`config.mk`:
```
export PLATFORM = sky130hd
export DESIGN_NAME = gpirq_ctrl
export DESIGN_NICKNAME = d
export VERILOG_FILES = /design/src/rtl/gpirq_pkg.sv /design/src/rtl/gpirq_sync.sv /design/src/rtl/gpirq_tick.sv /design/src/rtl/gpirq_debounce.sv /design/src/rtl/gpirq_detect.sv /design/src/rtl/gpirq_ctrl.sv
export SDC_FILE = /design/constraint.sdc
export NUM_CORES = 1
export LEC_CHECK = 0
export BUFFER_PORTS_ARGS = -buffer_cell sky130_fd_sc_hd__buf_2
export CAP_MARGIN = 10
export CORE_AREA = 2 2 101 103
export CTS_BUF_LIST = sky130_fd_sc_hd__clkbuf_2 sky130_fd_sc_hd__clkbuf_4 sky130_fd_sc_hd__clkbuf_8
export DETAILED_ROUTE_END_ITERATION = 10
export DIE_AREA = 0 0 103 105
export PLACE_DENSITY = 0.82
export REMOVE_ABC_BUFFERS = 1
export SYNTH_ARGS = -nofsm -noshare
export SYNTH_HDL_FRONTEND = slang
export SYNTH_SLANG_ARGS = --single-unit
```
`constraint.sdc`:
```
create_clock -name clk -period 3.9 [get_ports clk]
set_input_delay 0.195 -clock clk [delete_from_list [all_inputs] [get_ports clk]]
set_output_delay 0.195 -clock clk [all_outputs]
set_load 0.05 [all_outputs]
```
`src/rtl/gpirq_pkg.sv`:
```
package gpirq_pkg;
  localparam int ADDR_W = 3;

  typedef enum logic [ADDR_W-1:0] {
    RA_EN     = 3'd0,
    RA_MODE   = 3'd1,
    RA_SENSE  = 3'd2,
    RA_BOTH   = 3'd3,
    RA_DB     = 3'd4,
    RA_STATUS = 3'd5
  } reg_addr_e;
endpackage

```
`src/rtl/gpirq_sync.sv`:
```
module gpirq_sync #(
  parameter int W = 9
) (
  input  logic         clk,
  input  logic         rst_n,
  input  logic [W-1:0] d_i,
  output logic [W-1:0] q_o
);
  logic [W-1:0] s1_q, s2_q;

  always_ff @(posedge clk or negedge rst_n) begin
    if (!rst_n) begin
      s1_q <= '0;
      s2_q <= '0;
    end else begin
      s1_q <= d_i;
      s2_q <= s1_q;
    end
  end

  assign q_o = s2_q;
endmodule

```
`src/rtl/gpirq_tick.sv`:
```
module gpirq_tick #(
  parameter int PRESCALE = 16
) (
  input  logic clk,
  input  logic rst_n,
  output logic tick_o
);
  generate
    if (PRESCALE <= 1) begin : g_every
      assign tick_o = 1'b1;
    end else begin : g_div
      localparam int CW = $clog2(PRESCALE);
      localparam logic [CW-1:0] LAST = CW'(PRESCALE - 1);
      logic [CW-1:0] cnt_q;

      always_ff @(posedge clk or negedge rst_n) begin
        if (!rst_n)             cnt_q <= '0;
        else if (cnt_q == LAST) cnt_q <= '0;
        else                    cnt_q <= cnt_q + 1'b1;
      end

      assign tick_o = (cnt_q == LAST);
    end
  endgenerate
endmodule

```
`src/rtl/gpirq_debounce.sv`:
```
module gpirq_debounce #(
  parameter int DB_COUNT = 4
) (
  input  logic clk,
  input  logic rst_n,
  input  logic tick_i,
  input  logic d_i,
  output logic q_o
);
  localparam int CW = (DB_COUNT > 1) ? $clog2(DB_COUNT) : 1;
  localparam logic [CW-1:0] LAST = CW'(DB_COUNT - 1);

  logic          stable_q;
  logic [CW-1:0] run_q;

  always_ff @(posedge clk or negedge rst_n) begin
    if (!rst_n) begin
      stable_q <= 1'b0;
      run_q    <= '0;
    end else if (d_i == stable_q) begin
      run_q <= '0;
    end else if (tick_i) begin
      if (run_q == LAST) begin
        stable_q <= d_i;
        run_q    <= '0;
      end else begin
        run_q <= run_q + 1'b1;
      end
    end
  end

  assign q_o = stable_q;
endmodule

```
`src/rtl/gpirq_detect.sv`:
```
module gpirq_detect (
  input  logic clk,
  input  logic rst_n,
  input  logic lvl_i,
  input  logic en_i,
  input  logic edge_mode_i,
  input  logic sense_i,
  input  logic both_i,
  input  logic hold_i,
  output logic trig_o
);
  logic prev_q;
  logic edge_hit, lvl_hit;

  // prev tracks the level every cycle, so a configuration write reloads it too
  always_ff @(posedge clk or negedge rst_n) begin
    if (!rst_n) prev_q <= 1'b0;
    else        prev_q <= lvl_i;
  end

  always_comb begin
    if (both_i)       edge_hit = lvl_i ^ prev_q;
    else if (sense_i) edge_hit = lvl_i & ~prev_q;
    else              edge_hit = ~lvl_i & prev_q;
    lvl_hit = (lvl_i == sense_i);
  end

  assign trig_o = en_i & (edge_mode_i ? (edge_hit & ~hold_i) : lvl_hit);
endmodule

```
`src/rtl/gpirq_ctrl.sv`:
```
module gpirq_ctrl
  import gpirq_pkg::*;
#(
  parameter int NPINS    = 9,
  parameter int DATA_W   = 32,
  parameter int PRESCALE = 16,
  parameter int DB_COUNT = 4
) (
  input  logic                clk,
  input  logic                rst_n,
  input  logic [NPINS-1:0]    pin_i,
  input  logic                wr_en,
  input  logic [ADDR_W-1:0]   addr,
  input  logic [DATA_W-1:0]   wdata,
  output logic [DATA_W-1:0]   rdata,
  output logic                event_o
);
  logic [NPINS-1:0] en_q, mode_q, sense_q, both_q, db_q;
  logic [NPINS-1:0] sync_lvl, deb_lvl, cond_lvl, trig_vec;
  logic             cfg_wr, cfg_wr_q, clr, event_q, tick;
  logic [NPINS-1:0] wd;
  logic             unused_wdata_hi;

  assign wd              = wdata[NPINS-1:0];
  assign unused_wdata_hi = |wdata[DATA_W-1:NPINS];
  assign cfg_wr          = wr_en && (addr <= RA_DB);
  assign clr             = wr_en && (addr == RA_STATUS) && wdata[0];

  always_ff @(posedge clk or negedge rst_n) begin
    if (!rst_n) begin
      en_q    <= '0;
      mode_q  <= '0;
      sense_q <= '0;
      both_q  <= '0;
      db_q    <= '0;
    end else if (wr_en) begin
      case (addr)
        RA_EN:    en_q    <= wd;
        RA_MODE:  mode_q  <= wd;
        RA_SENSE: sense_q <= wd;
        RA_BOTH:  both_q  <= wd;
        RA_DB:    db_q    <= wd;
        default:  ;
      endcase
    end
  end

  always_ff @(posedge clk or negedge rst_n) begin
    if (!rst_n) cfg_wr_q <= 1'b0;
    else        cfg_wr_q <= cfg_wr;
  end

  gpirq_sync #(.W(NPINS)) u_sync (
    .clk(clk), .rst_n(rst_n), .d_i(pin_i), .q_o(sync_lvl)
  );

  gpirq_tick #(.PRESCALE(PRESCALE)) u_tick (
    .clk(clk), .rst_n(rst_n), .tick_o(tick)
  );

  for (genvar i = 0; i < NPINS; i++) begin : g_pin
    gpirq_debounce #(.DB_COUNT(DB_COUNT)) u_deb (
      .clk(clk), .rst_n(rst_n), .tick_i(tick),
      .d_i(sync_lvl[i]), .q_o(deb_lvl[i])
    );

    assign cond_lvl[i] = db_q[i] ? deb_lvl[i] : sync_lvl[i];

    gpirq_detect u_det (
      .clk(clk), .rst_n(rst_n), .lvl_i(cond_lvl[i]),
      .en_i(en_q[i]), .edge_mode_i(mode_q[i]), .sense_i(sense_q[i]),
      .both_i(both_q[i]), .hold_i(cfg_wr_q), .trig_o(trig_vec[i])
    );
  end

  always_ff @(posedge clk or negedge rst_n) begin
    if (!rst_n)          event_q <= 1'b0;
    else if (clr)        event_q <= 1'b0;
    else if (|trig_vec)  event_q <= 1'b1;
  end

  assign event_o = event_q;

  always_comb begin
    rdata = '0;
    case (addr)
      RA_EN:     rdata[NPINS-1:0] = en_q;
      RA_MODE:   rdata[NPINS-1:0] = mode_q;
      RA_SENSE:  rdata[NPINS-1:0] = sense_q;
      RA_BOTH:   rdata[NPINS-1:0] = both_q;
      RA_DB:     rdata[NPINS-1:0] = db_q;
      RA_STATUS: rdata[0]         = event_q;
      default:   ;
    endcase
  end
endmodule

```
# Word-level counts from Yosys, hierarchy flattened
# Cells that the tools add are included.
dict set report totals {
  latch_bits 0
  regBits 105
  elab_cells 251
  ramBits 0
  mem_bits_ro 0
  n_memories 0
  in_bits 47
}
dict set report classes {
  eq_ne 33
  magnitude_cmp 1
  multipliers 0
  bitwise_logic 73
  add_sub_neg 10
  n_shift 0
  div 0
  n_mux 68
  reduce_logical 29
}
# op count
set ops {}
lappend ops {{$mux W2} 27}
lappend ops {{$pmux W8 S5} 1}
lappend ops {{$mux W1} 38}
lappend ops {{$and A1 B1 Y1} 36}
lappend ops {{$not A1 Y1} 28}
lappend ops {{$reduce_and A3 Y1} 9}
lappend ops {{$reduce_bool A2 Y1} 10}
lappend ops {{$add A2 B1 Y2 const B} 9}
lappend ops {{$eq A1 B1 Y1} 18}
lappend ops {{$eq A2 B2 Y1 const B} 9}
lappend ops {{$reduce_and A2 Y1} 5}
lappend ops {{$reduce_or A9 Y1} 1}
lappend ops {{$xor A1 B1 Y1} 9}
lappend ops {{$eq A3 B2 Y1 const B} 2}
lappend ops {{$eq A3 B3 Y1 const B} 2}
lappend ops {{$pmux W1 S6} 1}
lappend ops {{$add A4 B1 Y4 const B} 1}
lappend ops {{$eq A4 B4 Y1 const B} 1}
lappend ops {{$mux W4} 1}
lappend ops {{$eq A3 B1 Y1 const B} 1}
lappend ops {{$le A3 B3 Y1 const B} 1}
lappend ops {{$logic_and A1 B1 Y1} 3}
lappend ops {{$logic_not A3 Y1} 1}

# Depth between registers and ports, before layout
dict set report depth {
  ltp_word 11
  mapped_depth 8
  depth_no_buf 8
}

# Modules after synthesis
# A second synthesis with hierarchy kept.
dict set report hier_totals {
  hier_cells 434
  area_unflattened_um2 5358.9
}
# mod seq_area_each_um2 cells_each instances area_each_um2
set by_module_without_submodules {}
lappend by_module_without_submodules {gpirq_ctrl 1176.1 187 1 2498.6}
lappend by_module_without_submodules {gpirq_debounce 75.1 12 9 145.1}
lappend by_module_without_submodules {gpirq_detect 25.0 12 9 103.8}
lappend by_module_without_submodules {gpirq_sync 450.4 18 1 450.4}
lappend by_module_without_submodules {gpirq_tick 100.1 13 1 168.9}

# Worst setup path after synthesis
# OpenSTA, ideal clock, no wires.
dict set report synth_path {
  path_type {in2out}
  from {input port addr[2]}
  to {output port rdata[8]}
  setup_slack_ps 1772
  path_stages 4
  t_required_ps 3705
  arrival_ps 1933
  path_cell_list {buf_2 > buf_1 > nand2_1 > o32ai_1}
}
dict set report synth_between {
  elab_chain_cells 2
  word_cells_on_any_way 6
}
# item line_no
set synth_lines {}
lappend synth_lines {{start, declared} gpirq_ctrl.sv:13} ;# input logic [ADDR_W-1:0] addr,
lappend synth_lines {{$eq A3 B3 Y1 (tied with other cells)} gpirq_ctrl.sv:86} ;# case (addr)
lappend synth_lines {{$pmux W8 S5 (*)} gpirq_ctrl.sv:86}
lappend synth_lines {{end, declared} gpirq_ctrl.sv:15} ;# output logic [DATA_W-1:0] rdata,
# Mark *: on every way between the ends. The rest lies on a longest branch, timed or not.

# Final worst setup path
dict set report layout_path {
  from {register db_q[8]}
  to {register event_q (netlist: event_o)}
}
dict set report layout_between {
  elab_chain_cells 10
  word_cells_on_any_way 13
}
# item line_no
set layout_lines {}
lappend layout_lines {{start, declared} gpirq_ctrl.sv:18} ;# logic [NPINS-1:0] en_q, mode_q, sense_q, both_q, db_q;
lappend layout_lines {{start signal, assigned} gpirq_ctrl.sv:42} ;# RA_DB: db_q <= wd;
lappend layout_lines {{$mux W1 (*)} gpirq_ctrl.sv:67} ;# assign cond_lvl[i] = db_q[i] ? deb_lvl[i] : sync_lvl[i];
lappend layout_lines {{via g_pin[8].u_det.lvl_i} gpirq_detect.sv:4} ;# input logic lvl_i,
lappend layout_lines {{$not A1 Y1} gpirq_detect.sv:24} ;# else edge_hit = ~lvl_i & prev_q;
lappend layout_lines {{$and A1 B1 Y1} gpirq_detect.sv:24}
lappend layout_lines {{$mux W1} gpirq_detect.sv:23} ;# else if (sense_i) edge_hit = lvl_i & ~prev_q;
lappend layout_lines {{$mux W1} gpirq_detect.sv:22} ;# if (both_i) edge_hit = lvl_i ^ prev_q;
lappend layout_lines {{$and A1 B1 Y1} gpirq_detect.sv:28} ;# assign trig_o = en_i & (edge_mode_i ? (edge_hit & ~hold_i) : lvl_hit);
lappend layout_lines {{$mux W1 (*)} gpirq_detect.sv:28}
lappend layout_lines {{$and A1 B1 Y1 (*)} gpirq_detect.sv:28}
lappend layout_lines {{$reduce_or A9 Y1 (*)} gpirq_ctrl.sv:79} ;# else if (|trig_vec) event_q <= 1'b1;
lappend layout_lines {{$reduce_bool A2 Y1 (no line) (*)} --}
lappend layout_lines {{end signal, assigned} gpirq_ctrl.sv:77} ;# if (!rst_n) event_q <= 1'b0;
lappend layout_lines {{end signal, assigned} gpirq_ctrl.sv:78} ;# else if (clr) event_q <= 1'b0;
lappend layout_lines {{end signal, assigned} gpirq_ctrl.sv:79}
lappend layout_lines {{end, declared} gpirq_ctrl.sv:20} ;# logic cfg_wr, cfg_wr_q, clr, event_q, tick;
# Mark *: on every way through the listed nets, which the timed path passes. The rest lies on a longest branch.
# A chain may end at the register's enable or synchronous reset.

==> run_results.csv <==
group,metric,value,unit
outcome,status,"complete, but fails checks",
outcome,violations,"hold timing",
place,portBuffers,33,
timing,timing.fmax,0.447,GHz
clock_network,cts_hold_buf,9,
final_layout,utilization,60.0,%
logic_synthesis,synth-seq-area-share,49.8,%
detailed_routing,dr_total_vias,3357,
clock_network,cts_buffers,9,
pwr,p_per_area,455,nW/um2
logic_synthesis,synth_edf_count,0,
grt,antenna_found_initial,0,
flow_run,maxCapViolations,0,
pwr,ir_drop,0.000389,V
logic_synthesis,synth-simple-area-share,8.72,%
timing,finClkSkew,0.0161,ns
final_layout,num_antenna_cells,0,
logic_synthesis,ys_types,47,
clock_network,cts_setup_buffers,0,
logic_synthesis,synth_compound_area_share,7.21,%
logic_synthesis,synthCells,455,
final_layout,final_common_cell,"dfrtp_1",
place,gp_congestion,0.805,
clock_network,clock-sinks,105,
detailed_routing,drt-initial-drc-count,121,
clock_network,ctsResizeCount,0,
floorplan,core_area,9640,um2
timing,tightest_slew,1.03,ns
logic_synthesis,async_reset_ff_share,100,%
timing,rsz0062_at_grt,"no",
logic_synthesis,synth_top_family_by_area,"multiplexers",
critical_path,crit_required,4.15,ns
clock_network,htreeDepth,3,
floorplan,num_rows,36,
grt,track_usage,19.7,%
timing,fin_ws,1.66,ns
pwr,finalPower,0.00263,W
timing,final.hold.worst_slack,-0.0317,ns
detailed_routing,viasPerCell,5.30,
floorplan,fp.dieH,105,um
floorplan,die-area,10800,um2
timing,post-route-period-util,57.4,%
pwr,p_leak,2.74,nW
critical_path,arrival,2.49,ns
logic_synthesis,synth_xor_area_share,3.15,%
logic_synthesis,netlist_area,5280,um2
detailed_routing,drc_errors,0,
final_layout,drive_above_1_share,23.4,%
critical_path,r2r_cells,8,
timing,hold_viol_final,12,
final_layout,n_fill_cell,787,
timing,finalSetupViolCount,0,
place,pre_cts_slack,1.64,ns
grt,gr-total-overflow,0,
clock_network,clk_pin_slew_worst_paths,0.10,ns
hold_path,holdCritPathClass,"primary input to async pin",
timing,min_period,2.24,ns
detailed_routing,antenna_left,0,
timing,report.final.slew_viol_count,0,
logic_synthesis,avgSynthCellArea,11.6,um2
logic_synthesis,synth-main-ff-cell,"dfrtp_1",
timing,max_slew_margin,31.4,%
grt,grt_pass1_vias,3494,
final_layout,layout_common_cells,"dfrtp_1 (105), mux2_2 (57), nand2_1 (41), buf_2 (32)",
critical_path,reg2reg_slack,1.66,ns
floorplan,io_pins,80,
floorplan,initial_core_util,54.8,%
logic_synthesis,ys_warn_count,0,
logic_synthesis,ys_ff_latch,105,
detailed_routing,wl_per_cell,15.5,um
grt,grt_first_pass_wirelength,16300,um
critical_path,critPathLaunchType,"flop",
grt,grt_max_degree,83,
detailed_routing,first_pass_iters,4,
clock_network,cts_tree,"done",
clock_network,cts-root-buf,"clkbuf_8",
critical_path,path_max_fanout,3,
critical_path,cp-end-kind,"flop",
final_layout,area_growth,9.60,%
detailed_routing,wirelength,9810,um
clock_network,clock_path_buffers,2,
final_layout,num-nets-final,571,
clock_network,clkLatencyLatePin,0.37,ns
logic_synthesis,synth_adder_area_share,6.64,%
timing,setup_tns,0,ns
floorplan,dieWidth,103,um
critical_path,path_class,"flop to flop",
place,dp_hpwl,6900,um
logic_synthesis,muxShareOfSynthArea,18.1,%
-- where the power goes --
part / internal (W) / total [W] / switching (W)
clock network: 0.000389 / 0.000729 / 0.000340
logic: 0.000248 / 0.000554 / 0.000306
registers: 0.00122 / 0.00135 / 0.000128
total: 0.00186 / 0.00263 / 0.000774
-- path summary, 6_finish.rpt --
kind                                          start                                  end
min reg2reg                u_sync.s1_q[1]$_DFF_PN0_              u_sync.q_o[1]$_DFF_PN0_
min                                           rst_n  g_pin[8].u_deb.run_q[1]$_DFFE_PN0P_
max                             db_q[8]$_DFFE_PN0P_                  event_o$_DFFE_PN0P_
min in group clk                           wdata[8]                  en_q[8]$_DFFE_PN0P_
max reg2reg                     db_q[8]$_DFFE_PN0P_                  event_o$_DFFE_PN0P_
max in group asynchronous                     rst_n               sense_q[2]$_DFFE_PN0P_
-- cells in the mapped netlist (3+ instances only) --
| library cell | count | area share, % |
|---|---|---|
| a21oi_1 | 28 | 2.7 |
| nor3_1 | 10 | 0.95 |
| mux2_2 | 57 | 12 |
| dfrtp_1 | 105 | 50 |
| and3_1 | 3 | 0.36 |
| o21ai_0 | 9 | 0.85 |
| buf_2 | 9 | 0.85 |
| nor2b_1 | 4 | 0.47 |
| xnor2_1 | 18 | 3.0 |
| buf_4 | 24 | 3.4 |
| ha_1 | 28 | 6.6 |
| and3b_1 | 3 | 0.50 |
| nand2b_1 | 3 | 0.36 |
| o211ai_1 | 4 | 0.57 |
| clkbuf_1 | 3 | 0.21 |
| nor2_1 | 17 | 1.2 |
| o32ai_1 | 4 | 0.66 |
| o22ai_1 | 7 | 0.83 |
| nand2_1 | 41 | 2.9 |
| inv_1 | 25 | 1.8 |
| mux2i_1 | 21 | 4.0 |
-- worst max-delay path: stages, from the launching register on --
cell and delay (ns):
dfrtp_1 0.41, mux2i_2 0.31, inv_1 0.10, ha_1 0.20
mux2_4 0.26, o2111ai_1 0.26, nand4_1 0.15, nor4_1 0.31
a31oi_1 0.12
-- kinds of logic after synthesis --
logic type	Yosys count
buf+inv	62
mux	84
other cells	1
fa+ha+maj	28
flops	105
compound gates	62
simple gates	94
xor+xnor	19
-- layer usage --
metal	vias to the layer above	routed length [um]	track usage, %
li1	1614	-	-
met1	1660	4160	23.8
met2	70	5040	34.4
met3	13	468	4.82
met4	0	146	5.55
met5	-	0	0
-- layout make-up --
cell class | count | area (um2) | area share [%]
Timing Repair Buffer | 45 | 280 | 4.85
Tap cell | 133 | 166 | 2.88
Clock buffer | 12 | 153 | 2.64
Multi-Input combinational cell | 310 | 2400 | 41.5
Clock inverter | 3 | 65.1 | 1.12
Inverter | 25 | 93.8 | 1.62
Sequential cell | 105 | 2630 | 45.4
-- per-stage QoR --
step / std cells / instance area (um2)
3_5_place_dp: 609 / 5480
2_1_floorplan: 440 / 5120
5_1_grt: 633 / 5780
6_report: 633 / 5780
3_3_place_gp: 609 / 5480
4_1_cts: 633 / 5780
-- state kept, by name (all words and copies together) (netlist names) --
register            count
g_pin.u_det.prev_q      9
sense_q                 9
u_tick.g_div.cnt_q      4
en_q                    9
g_pin.u_deb.run_q      18
u_sync.s1_q             9
db_q                    9
u_sync.q_o              9
both_q                  9
mode_q                  9
event_o                 1
cfg_wr_q                1
g_pin.u_deb.q_o         9
(Power assumes the default switching activity.)
